`config.mk`:
```
export PLATFORM = sky130hd
export DESIGN_NAME = periodic_tick_counter
export DESIGN_NICKNAME = d
export VERILOG_FILES = /design/src/rtl/tick_pkg.sv /design/src/rtl/free_timer.sv /design/src/rtl/rise_detect.sv /design/src/rtl/mod_counter.sv /design/src/rtl/periodic_tick_counter.sv
export SDC_FILE = /design/constraint.sdc
export NUM_CORES = 1
export LEC_CHECK = 0
export BUFFER_PORTS_ARGS = -buffer_cell sky130_fd_sc_hd__clkbuf_2
export CAP_MARGIN = 15
export CELL_PAD_IN_SITES_DETAIL_PLACEMENT = 1
export CELL_PAD_IN_SITES_GLOBAL_PLACEMENT = 1
export CORE_UTILIZATION = 41
export CTS_CLUSTER_DIAMETER = 40
export DETAILED_ROUTE_END_ITERATION = 8
export GPL_TIMING_DRIVEN = 0
export PLACE_DENSITY_LB_ADDON = 0.1
export SLEW_MARGIN = 20
export SYNTH_ARGS = -nofsm -noshare
export SYNTH_HDL_FRONTEND = slang
export SYNTH_HIERARCHICAL = 1
export SYNTH_SLANG_ARGS = --single-unit
```
`constraint.sdc`:
```
create_clock -name clk -period 1.6 [get_ports clk]
set_input_delay 0.32 -clock clk [delete_from_list [all_inputs] [get_ports clk]]
set_output_delay 0.32 -clock clk [all_outputs]
set_load 0.02 [all_outputs]
```
`src/rtl/tick_pkg.sv`:
```
// Package: shared helpers for the periodic tick counter.
// Assumes: callers pass a non-negative wrap value.
package tick_pkg;

    // Width needed to hold values 0..wrap (at least one bit).
    function automatic int count_width(input int wrap);
        int w;
        w = 1;
        while ((1 << w) <= wrap) w++;
        return w;
    endfunction

endpackage

```
`src/rtl/free_timer.sv`:
```
// Module: free_timer
// Free-running binary timer that advances every clock and wraps naturally.
// Only its top bit leaves the module; the width is the sole parameter.
// Assumes: synchronous active-low reset, W >= 2.
module free_timer #(
    parameter int W = 26
) (
    input  logic clk,
    input  logic rst_n,
    output logic msb
);
    localparam int TOP = W - 1;

    logic [W-1:0] tmr_q;

    // Advance the timer by one each cycle; reset returns it to zero.
    always_ff @(posedge clk) begin
        if (!rst_n) tmr_q <= '0;
        else        tmr_q <= tmr_q + 1'b1;
    end

    assign msb = tmr_q[TOP];

    // the timer steps by exactly one between two edges outside reset
    p_timer_step_r1: assert property (@(posedge clk) disable iff (!rst_n)
        $past(rst_n) |-> tmr_q == $past(tmr_q) + 1'b1);

    // the edge after reset leaves the timer at zero
    p_timer_clear_r7: assert property (@(posedge clk) disable iff (!rst_n)
        $rose(rst_n) |-> tmr_q == '0);
endmodule

```
`src/rtl/rise_detect.sv`:
```
// Module: rise_detect
// Stores a level from the previous cycle and raises a one-cycle pulse on
// a 0-to-1 change. The pulse is combinational from the live level and the
// stored copy, so it is valid in the cycle where the level first reads 1.
// Assumes: level is produced by a register in the same clock domain.
module rise_detect (
    input  logic clk,
    input  logic rst_n,
    input  logic level,
    output logic pulse
);
    logic prev_q;

    // Keep last cycle's level; reset stores zero.
    always_ff @(posedge clk) begin
        if (!rst_n) prev_q <= 1'b0;
        else        prev_q <= level;
    end

    // Pulse when the level is high now and was low before.
    always_comb pulse = level & ~prev_q;

    // a pulse never lasts two cycles
    p_pulse_single_r3: assert property (@(posedge clk) disable iff (!rst_n)
        pulse |=> !pulse);

    // a pulse is always followed by a stored high level
    p_prev_follows_r2: assert property (@(posedge clk) disable iff (!rst_n)
        pulse |=> prev_q);
endmodule

```
`src/rtl/mod_counter.sv`:
```
// Module: mod_counter
// Counts 0..WRAP on each enable and returns to 0 after WRAP; holds otherwise.
// When WRAP+1 is a power of two the natural binary rollover is used.
// Assumes: CNT_W can hold WRAP; synchronous active-low reset.
module mod_counter #(
    parameter int WRAP  = 5,
    parameter int CNT_W = 3
) (
    input  logic             clk,
    input  logic             rst_n,
    input  logic             step,
    output logic [CNT_W-1:0] count
);
    localparam logic [CNT_W-1:0] WRAP_V = CNT_W'(WRAP);
    localparam bit POW2 = ((WRAP + 1) == (1 << CNT_W));

    logic [CNT_W-1:0] cnt_q;
    logic [CNT_W-1:0] cnt_next;

    generate
        if (POW2) begin : g_natural
            // Full binary range: plain increment wraps by itself.
            always_comb cnt_next = cnt_q + 1'b1;
        end else begin : g_compare
            // Partial range: compare with the wrap value.
            always_comb cnt_next = (cnt_q == WRAP_V) ? '0 : cnt_q + 1'b1;
        end
    endgenerate

    // Step only on enable; reset clears.
    always_ff @(posedge clk) begin
        if (!rst_n)    cnt_q <= '0;
        else if (step) cnt_q <= cnt_next;
    end

    assign count = cnt_q;

    // no enable, no change
    p_hold_r5: assert property (@(posedge clk) disable iff (!rst_n)
        !step |=> $stable(cnt_q));

    // an enable at the top value returns to zero
    p_wrap_r4: assert property (@(posedge clk) disable iff (!rst_n)
        (step && cnt_q == WRAP_V) |=> cnt_q == '0);

    // the value never leaves 0..WRAP
    p_range_r4: assert property (@(posedge clk) disable iff (!rst_n)
        cnt_q <= WRAP_V);
endmodule

```
`src/rtl/periodic_tick_counter.sv`:
```
// Module: periodic_tick_counter (top)
// Timer -> top-bit rise detector -> modulo counter, all on one clock.
// No timer bit is used as a clock; the tick is a clock enable only.
// Assumes: TMR_W >= 2, WRAP >= 1, synchronous active-low reset.
module periodic_tick_counter #(
    parameter int TMR_W = 26,
    parameter int WRAP  = 5,
    localparam int CNT_W = tick_pkg::count_width(WRAP)
) (
    input  logic             clk,
    input  logic             rst_n,
    output logic [CNT_W-1:0] count,
    output logic             tick
);
    logic tmr_msb;

    free_timer #(.W(TMR_W)) u_timer (
        .clk   (clk),
        .rst_n (rst_n),
        .msb   (tmr_msb)
    );

    rise_detect u_rise (
        .clk   (clk),
        .rst_n (rst_n),
        .level (tmr_msb),
        .pulse (tick)
    );

    mod_counter #(.WRAP(WRAP), .CNT_W(CNT_W)) u_count (
        .clk   (clk),
        .rst_n (rst_n),
        .step  (tick),
        .count (count)
    );

    // no tick in the first cycle after reset release
    p_no_tick_release_r7: assert property (@(posedge clk) disable iff (!rst_n)
        $rose(rst_n) |-> !tick);

    // the first cycle after reset shows a zero count
    p_count_release_r7: assert property (@(posedge clk) disable iff (!rst_n)
        $rose(rst_n) |-> count == '0);
endmodule

```
* Word level (Yosys, flattened, before mapping)
Cells that the tools add are included.
Storage, ports and cells: register bits after elaboration 30, output and inout port bits 4, word-level logic and storage cells 9
Cells by class: add/sub/neg operators 2, equal/unequal tests 1, mux-type cells 1, bitwise logic cells 2
Operators by type and width (number):
- adder 26 x 1 -> 26 bit (second input constant) | 1
- adder 3 x 1 -> 3 bit (second input constant) | 1
- == test 3 bit (second input constant) | 1
- two-way mux 3 bit | 1
- bitwise AND 1 bit | 1
- inverter 1 bit | 1

* Logic depth before layout (Yosys ltp)
Gate-level depths: netlist of the first run.
depth in word-level cells 2, gate-level depth with buffers 5, gate-level depth less buffers 5

* By module
The synthesis of the first run kept the hierarchy.
Modules (own cells, without submodules):
- free_timer | times used 1, cells each 139, area each 1192.4 µm²
- mod_counter | times used 1, cells each 11, area each 127.6 µm²
- rise_detect | times used 1, cells each 3, area each 40.0 µm²

* Worst setup path after synthesis of the first run
OpenSTA, ideal clock, no wires.
path kind register to register, start reg u_timer.tmr_q[6], end reg u_timer.tmr_q[23], library setup time 71 ps, data arrival time 1616 ps, path slack -86 ps, stages on the path, launching flop included 5, buffers on the path 0, cells stage by stage dfxtp_1 nand4_2 or4_4 or4_1 a21oi_1
On the way: longest elaborated chain between the ends 1
RTL lines:
- from (decl) | line free_timer.sv:14 | logic [W-1:0] tmr_q;
- from (signal assigned) | line free_timer.sv:19 | else tmr_q <= tmr_q + 1'b1;
- adder 26 x 1 -> 26 bit | line free_timer.sv:19
Every way passes these cells. A chain may end at the register's enable or synchronous reset.

* Worst setup path in the final report of the first run
start reg u_timer.tmr_q[18], end reg u_timer.tmr_q[23]
The elaborated chain is that of the path after synthesis.

==> results of run 1 <==
## worst max path at each step
stage | startpoint | end | slack, ns | cells past startpoint
global placement | u_timer/tmr_q[4] | u_timer/tmr_q[19] | -0.19 | 5
global route | u_timer/tmr_q[14] | u_timer/tmr_q[23] | -0.13 | 4
floorplan | u_timer/tmr_q[6] | u_timer/tmr_q[23] | -0.04 | 4
finish | u_timer/tmr_q[18] | u_timer/tmr_q[23] | -0.11 | 4
detailed placement | u_timer/tmr_q[0] | u_timer/tmr_q[20] | -0.23 | 5
CTS | u_timer/tmr_q[19] | u_timer/tmr_q[23] | -0.06 | 4
## stage by stage
stage          std cells  area [sq um]
2_1_floorplan        153          1370
3_3_place_gp         202          1450
3_5_place_dp         202          1450
4_1_cts              221          1670
6_report             222          1720
5_1_grt              222          1720
## area by class of cell
type,instances,area [sq um]
Buffer,4,20.0
Clock buffer,6,51.3
Clock inverter,2,12.5
Fill cell,375,1380
Inverter,4,15.0
Multi-Input combinational cell,115,808
Sequential cell,30,642
Tap cell,44,55.1
Timing Repair Buffer,17,115
## cell usage after synthesis, types with 4 or more instances
cell type and n:
dfxtp_1 30, nor2_1 13, nand2_1 12, nand3_1 10, a21oi_1 9, xnor2_1 7, nand4_1 6, nor4_1 6
xor2_1 6, o31ai_1 5, or4_1 5, clkbuf_1 4, inv_1 4, o21ai_0 4, or3_1 4
## cell families after synthesis
kind of cell             after synthesis
AND/OR/NAND/NOR                       76
flip-flops                            30
AO/OA/AOI/OAI                         22
XOR/XNOR                              13
buffers and inverters                  8
multiplexers                           3
adder cells (fa/ha/maj)                1
## cells in the final DEF (no fill, tap or decap), types with 6 or more instances in the layout
cell type	instances
nand3_1	7
a21oi_1	7
dfxtp_1	9
xnor2_1	7
buf_4	13
nor2_1	13
dfxtp_4	6
nand2_1	12
dfxtp_2	15
xor2_1	6
nand4_1	6
## flip-flops by register name, indices dropped and copies added, names as in the netlist
signal and count:
u_count/count 3, u_timer/tmr_q 26, u_rise/prev_q 1
## metal layers
metal / GRT usage / vias to the layer above / part of all wire
met2: 0.353 / 16 / 0.48
li1: - / 599 / -
met5: 0 / - / 0
met4: 0.110 / 0 / 0.022
met3: 0.0655 / 6 / 0.035
met1: 0.256 / 584 / 0.46
## report_power, final
part	total, mW	switching, mW	leakage, nW	internal (mW)
Sequential	0.753	0.00945	0.254	0.743
Combinational	0.0339	0.0209	0.284	0.0130
Clock	0.493	0.282	0.0343	0.211
Total	1.28	0.312	0.572	0.967
## timing repair
item	CTS	global route
setup endpoints to repair	11	8
cloned	0	0
pin swaps	4	2
hold buffers	0	0
gates resized for setup	34	12
buffers inserted	11	1
==> impl_metrics.csv, run 1 <==
group,metric,value,unit
placement,finalWeightedCongestion,0.761,
timing,max_slew_margin,0.602,
routing,finalWirelength,3260,um
yosys,syn_inst,153,
placement,pre_cts_ws,-0.226,ns
placement,dpl.hpwl,2120,um
yosys,ys_dominant_reg_cell,"dfxtp_1",
worst_setup_path,crit_type,"flop to flop",
die,fp.dieH,59.6,um
run,maxCapViolations,0,
yosys,synthXorXnorAreaFrac,0.0837,
worst_setup_path,cp_cell_sequence,"nand4_1, or4_4, or4_4, a21oi_2",
die,die_area,0.00355,sq mm
yosys,synth.largest_area_cell,"dfxtp_1",
worst_setup_path,crit_family,"simple AND/OR/NAND/NOR gates",
outcome,status,"complete, but fails checks",
yosys,synth-compound-area-share,0.0975,
worst_hold_path,hold_path_class,"input pin to flop",
layout,layout-area-overhead-vs-synth,26.4,%
yosys,synth_top_family_by_area,"simple AND/OR/NAND/NOR gates",
global_routing,grt_pass1_vias,1202,
yosys,post_synth.cell_area_avg,8.89,sq um
worst_hold_path,min_path_cells,2,
timing,fin_ws,-0.106,ns
timing,hold_viol,0,
layout,final_layout_size_suffix_gt1_frac,0.365,
die,num_rows,20,
worst_setup_path,critical_path.max_stage_delay,0.55,ns
timing,setup_tns,-0.142,ns
yosys,synth-simple-area-share,0.324,
routing,avgViaCountPerCell,5.43,
pwr,p_leak,0.572,nW
yosys,async_reset_ff_frac,0,
worst_setup_path,cp_max_fo,5,
timing,max_slew.worst_pin.slew,0.597,ns
routing,drt_iter0_drc,33,
routing,antenna_left,0,
yosys,synth_edf_count,0,
clock_network,clkLatencyLatePin,0.34,ns
pwr,ir_drop,498,uV
timing,holdWs,0.349,ns
die,initial_utilization,0.438,
yosys,synth_top_area_share,0.442,
yosys,synth_nets,156,
timing,setup_violations,2,
clock_network,cts_buffer_depth,2,
yosys,post_synth_fa_ha_maj_area_fraction,0.00920,
global_routing,grt_max_degree,13,
routing,drc,0,
yosys,synthMuxAreaShare,0.0221,
clock_network,h-tree-depth,2,
pwr,powerDensity,744,mW/mm^2
yosys,yosys_warnings,6,
worst_setup_path,critPathLaunchType,"flop",
worst_setup_path,reg2regPathDepth,4,
global_routing,grtUsageTotal,0.216,
die,io_pins,6,
worst_setup_path,cp_slowest_cell,"or4_4",
yosys,ys_types,32,
clock_network,cts_tree,"built",
clock_network,clock-sinks,30,
clock_network,clk_pin_slew_worst_paths,0.10,ns
routing,vias,1205,
worst_setup_path,arrival,1.98,ns
clock_network,cts_made_buffers,5,
outcome,violations,"setup timing",
global_routing,grt_pass1_wl,5430,um
worst_hold_path,hold_end,"u_count/count[2]",
timing,drv_slew,0,
global_routing,antenna_found_initial,0,
yosys,ys_seq_area_frac,0.442,
routing,drtPass1Iterations,4,
yosys,ys_seq_elements,30,
timing,min_period,1.71,ns
timing,skew,0.0131,ns
yosys,netlist_area,0.00136,sq mm
layout,final_nets,180,
worst_setup_path,crit_top_cell,"or4_4",
worst_setup_path,r2r_end,"u_timer/tmr_q[23]",
routing,wl_per_cell,14.7,um
timing,post-route-period-util,1.07,
yosys,synth_area_leaders,"dfxtp_1, xnor2_1, xor2_1",
worst_setup_path,cp_num_buf_inv,0,
worst_setup_path,crit_path_end_kind,"flop",
pwr,total_power,1.28,mW
placement,io_buffers,5,
timing,rsz0062_at_grt,"true",
timing,fmax,586,MHz
die,fp.coreArea,0.00310,sq mm
worst_setup_path,required,1.87,ns
die,die_x,59.6,um
worst_setup_path,regToRegSetupSlack,-0.11,ns
layout,final_util,0.554,
layout,n_antenna_cell,0,
worst_hold_path,min_from,"rst_n",
global_routing,grt.overflow.total,0,
worst_setup_path,r2r-start,"u_timer/tmr_q[18]",
clock_network,cts_root_buf,"clkbuf_4",
Power figures use the tool's default switching activity.
==> run 2, diff against run 1 <==
Settings changed: ABC_AREA from default to 1, CORE_UTILIZATION 41 to 40.
==> impl_metrics.csv, run 2 <==
group,metric,value,unit
clock_network,clock-sinks,30,
routing,avgViaCountPerCell,4.93,
placement,pre_cts_ws,0.211,ns
pwr,p_leak,0.771,nW
yosys,ys_seq_area_frac,0.390,
layout,final_nets,224,
clock_network,clk_pin_slew_worst_paths,0.06,ns
routing,wl_per_cell,12.6,um
worst_hold_path,hold_path_class,"input pin to flop",
worst_setup_path,cp_max_fo,5,
timing,rsz0062_at_grt,"false",
layout,largest_reg_flops,26,
yosys,ys_seq_elements,30,
routing,antenna_left,0,
timing,setup_tns,0,ns
layout,regMostFlops,"u_timer/tmr_q",
timing,fin_ws,0.175,ns
clock_network,clkLatencyLatePin,0.28,ns
worst_setup_path,critPathLaunchType,"flop",
worst_setup_path,cp_slowest_cell,"dfxtp_1",
global_routing,grt_max_degree,11,
clock_network,post_cts_buffers,0,
yosys,ys_dominant_reg_cell,"dfxtp_1",
placement,finalWeightedCongestion,0.732,
timing,skew,0.00531,ns
global_routing,grt.overflow.total,0,
yosys,synthTopCellsByCount,"nand2_1, nor2_1, dfxtp_1",
worst_setup_path,crit_family,"flip-flops",
worst_setup_path,required,1.28,ns
worst_setup_path,crit_path_end_kind,"primary output",
yosys,post_synth.cell_area_avg,7.37,sq um
yosys,syn_inst,209,
pwr,ir_drop,397,uV
run,maxCapViolations,0,
worst_setup_path,crit_type,"flop to primary output",
worst_hold_path,min_path_cells,3,
timing,min_period,1.42,ns
placement,dp_cells,262,
layout,layout_common_cells,"nand2_1, nor2_1, dfxtp_1",
yosys,synth_top_area_share,0.390,
clock_network,cts_root_buf,"clkbuf_8",
clock_network,cts_buffer_depth,2,
timing,max_slew_margin,0.655,
die,io_pins,6,
timing,hold_viol,0,
timing,setup_violations,0,
die,die_x,64.1,um
clock_network,cts_tree,"built",
yosys,yosys_warnings,6,
placement,dpl.hpwl,2640,um
outcome,status,"finished, final reports clean",
die,initial_utilization,0.418,
yosys,synth.largest_area_cell,"dfxtp_1",
die,fp.dieH,64.1,um
global_routing,grtUsageTotal,0.202,
clock_network,cts_made_buffers,5,
routing,drtPass1Iterations,4,
worst_setup_path,arrival,1.10,ns
clock_network,cts_resized,0,
worst_setup_path,critical_path.max_stage_delay,0.38,ns
routing,drc,0,
timing,post-route-period-util,0.890,
layout,stdcell_count,269,
yosys,synth_most_common_cell,"nand2_1",
routing,finalWirelength,3400,um
timing,holdWs,0.424,ns
layout,layout-area-overhead-vs-synth,10.5,%
pwr,powerDensity,807,mW/mm^2
yosys,synth_edf_count,0,
global_routing,antenna_found_initial,0,
placement,io_buffers,5,
clock_network,h-tree-depth,2,
layout,n_antenna_cell,0,
yosys,netlist_area,0.00154,sq mm
global_routing,grt_pass1_vias,1313,
yosys,ys_types,23,
layout,layout_commonest_cell,"nand2_1",
routing,vias,1325,
worst_setup_path,reg2regPathDepth,8,
yosys,synth_nets,212,
die,num_rows,22,
layout,fillers,488,
global_routing,grt_pass1_wl,6170,um
die,fp.coreArea,0.00369,sq mm
worst_setup_path,crit_cells,3,
timing,drv_slew,0,
worst_setup_path,cp_num_buf_inv,2,
worst_setup_path,cp_cell_sequence,"inv_1, nor2_2, clkbuf_2",
timing,fmax,702,MHz
yosys,async_reset_ff_frac,0,
die,die_area,0.00410,sq mm
yosys,synth_area_leaders,"dfxtp_1, nand2_1, nor2_1",
timing,max_slew.worst_pin.slew,0.517,ns
clock_network,postCtsHoldBufs,0,
layout,final_layout_size_suffix_gt1_frac,0.176,
routing,drt_iter0_drc,42,
run 2: cell type report:
class | instances | area [sq um] | area share
repair buffers | 5 | 25.0 | 0.0147
well taps | 48 | 60.1 | 0.0353
multi-input cells | 162 | 876 | 0.515
clock buffers | 7 | 76.3 | 0.0449
flip-flops and latches | 30 | 601 | 0.353
inverters | 15 | 56.3 | 0.0331
plain buffers | 2 | 7.51 | 0.00441
run 2: cells by family (layout without fill, tap and decap cells):
kind of cell | Yosys count | after routing | share of synthesized area
simple gates | 139 | 139 | 0.469
flops | 30 | 30 | 0.390
buf+inv | 17 | 29 | 0.0414
compound gates | 16 | 16 | 0.0577
xor+xnor | 6 | 6 | 0.0341
fa+ha+maj | 1 | 1 | 0.00812
run 2: layer usage:
layer	GRT usage	vias to the layer above	share of wire
li1	-	677	-
met1	0.239	631	0.45
met2	0.343	11	0.50
met3	0.0589	6	0.027
met4	0.0767	0	0.016
met5	0	-	0
run 2: path summary, 6_finish.rpt:
path,start,to,slack (ns)
worst min register to register,u_timer/tmr_q[0],u_timer/tmr_q[0],0.47
worst max register to register,u_timer/tmr_q[0],u_timer/tmr_q[22],0.22
worst max-delay path,u_timer/tmr_q[25],tick,0.18
worst min-delay path,rst_n,u_timer/tmr_q[18],0.42
run 2: worst min-delay path, delay by kind of cell:
kind / cells / cell delay (ns)
buffers and inverters: 1 / 0.19
AND/OR/NAND/NOR: 2 / 0.14
run 2: metrics by stage:
stage / cell area (sq um) / power (mW) / util
global route: 1700 / 1.44 / 0.461
finish: 1700 / 1.37 / 0.461
floorplan: 1540 / 0.805 / -
CTS: 1700 / 1.39 / 0.461
detailed placement: 1630 / 0.818 / 0.441
global placement: 1630 / 0.815 / 0.441
run 2: power by group:
group,switching (mW),internal (mW)
logic,0.0296,0.0128
clock network,0.273,0.299
registers,0.00518,0.753
total,0.308,1.06
==> run 3, diff against run 2 <==
Settings changed: CAP_MARGIN 15 to default, MAX_ROUTING_LAYER from default to met4.
==> impl_metrics.csv, run 3 (same netlist as run 2, synthesis figures left out) <==
group,metric,value,unit
clock_network,clock-sinks,30,
pwr,comb_power_share,0.031,
routing,vias,1325,
die,io_pins,6,
pwr,seqPwrFrac,0.552,
layout,design_area,0.00170,sq mm
clock_network,cts_tree,"built",
global_routing,grtUsageTotal,0.208,
clock_network,post_cts_buffers,0,
pwr,p_clk_frac,0.417,
timing,hold_viol,0,
timing,holdWs,0.424,ns
clock_network,h-tree-depth,2,
timing,post-route-period-util,0.890,
pwr,ir_drop,397,uV
global_routing,antenna_found_initial,0,
routing,wl_per_cell,12.6,um
clock_network,clkLatencyLatePin,0.28,ns
worst_setup_path,required,1.28,ns
clock_network,cts_made_buffers,5,
worst_setup_path,crit_type,"flop to primary output",
placement,finalWeightedCongestion,0.741,
timing,max_slew_margin,0.655,
global_routing,grt_pass1_wl,6180,um
worst_setup_path,cp_num_buf_inv,2,
layout,n_antenna_cell,0,
layout,regMostFlops,"u_timer/tmr_q",
worst_setup_path,critPathLaunchType,"flop",
worst_setup_path,cp_cell_sequence,"inv_1, nor2_2, clkbuf_2",
layout,final_layout_size_suffix_gt1_frac,0.176,
timing,max_slew.worst_pin.slew,0.518,ns
die,die_x,64.1,um
die,die_area,0.00410,sq mm
pwr,internal_power,1.06,mW
routing,antenna_left,0,
layout,largest_reg_flops,26,
timing,fin_ws,0.175,ns
timing,fmax,702,MHz
pwr,powerDensity,807,mW/mm^2
worst_setup_path,crit_family,"flip-flops",
routing,finalWirelength,3400,um
layout,layout_commonest_cell,"nand2_1",
layout,layout-area-overhead-vs-synth,10.5,%
worst_setup_path,arrival,1.10,ns
timing,setup_violations,0,
placement,dpl.hpwl,2640,um
die,initial_utilization,0.418,
pwr,p_leak,0.771,nW
die,fp.dieH,64.1,um
clock_network,clk_pin_slew_worst_paths,0.06,ns
timing,setup_tns,0,ns
die,fp.coreArea,0.00369,sq mm
routing,drt_iter0_drc,44,
pwr,p_sw_frac,0.224,
routing,drtPass1Iterations,4,
placement,io_buffers,5,
global_routing,grt.overflow.total,0,
layout,final_util,0.461,
die,num_rows,22,
worst_setup_path,cp_max_fo,5,
timing,skew,0.00531,ns
worst_setup_path,crit_path_end_kind,"primary output",
clock_network,cts_buffer_depth,2,
routing,drc,0,
layout,layout_common_cells,"nand2_1, nor2_1, dfxtp_1",
global_routing,grt_max_degree,11,
placement,pre_cts_ws,0.211,ns
clock_network,cts_resized,0,
clock_network,postCtsHoldBufs,0,
timing,min_period,1.42,ns
placement,place_area,0.00163,sq mm
timing,rsz0062_at_grt,"false",
run,maxCapViolations,0,
worst_hold_path,hold_path_class,"input pin to flop",
clock_network,cts_root_buf,"clkbuf_8",
pwr,p_sw,0.308,mW
worst_setup_path,critical_path.max_stage_delay,0.38,ns
global_routing,grt_pass1_vias,1313,
worst_setup_path,cp_slowest_cell,"dfxtp_1",
layout,final_nets,224,
routing,avgViaCountPerCell,4.93,
timing,drv_slew,0,
outcome,status,"finished, final reports clean",
run 3: cell counts in the layout (fill, tap and decap cells not counted):
No cell type changed its count.
run 3: per-layer routing:
layer | global-route usage | vias up | share of wire
li1 | - | 677 | -
met1 | 0.239 | 631 | 0.45
met2 | 0.343 | 11 | 0.50
met3 | 0.0589 | 6 | 0.027
met4 | 0.0767 | 0 | 0.016
met5 | - | - | 0
run 3: final timing paths:
kind / from / endpoint / slack, ns / cells past startpoint
worst min-delay path: rst_n / u_timer/tmr_q[18] / 0.42 / 3
worst min register to register: u_timer/tmr_q[0] / u_timer/tmr_q[0] / 0.47 / 1
worst max register to register: u_timer/tmr_q[0] / u_timer/tmr_q[22] / 0.22 / 8
worst max-delay path: u_timer/tmr_q[25] / tick / 0.18 / 3
run 3: through the flow:
stage	instances	total power, mW
floorplan	209	0.805
global placement	262	0.815
detailed placement	262	0.818
CTS	269	1.39
global route	269	1.44
finish	269	1.37
run 3: layout make-up:
| type | count | area [sq um] |
|---|---|---|
| Sequential cell | 30 | 601 |
| Tap cell | 48 | 60.1 |
| Multi-Input combinational cell | 162 | 876 |
| Clock buffer | 7 | 76.3 |
| Inverter | 15 | 56.3 |
| Timing Repair Buffer | 5 | 25.0 |
| Fill cell | 488 | 1990 |
| Buffer | 2 | 7.51 |
run 3: power by group through the flow:
stage	Sequential (mW)	Combinational [mW]	Clock, mW
floorplan	0.774	0.0303	0
global placement	0.775	0.0403	0
detailed placement	0.775	0.0430	0
CTS	0.758	0.0433	0.593
global route	0.758	0.0495	0.628
finish	0.759	0.0425	0.572
run 3: worst register-to-register path, stage by stage, from the launching register on:
cell	delay, ns
dfxtp_1	0.36
ha_1	0.20
nand2_2	0.11
nor2_8	0.16
nand2_4	0.10
nor2_8	0.15
nand3_1	0.09
nand2_1	0.07
nor2_1	0.04
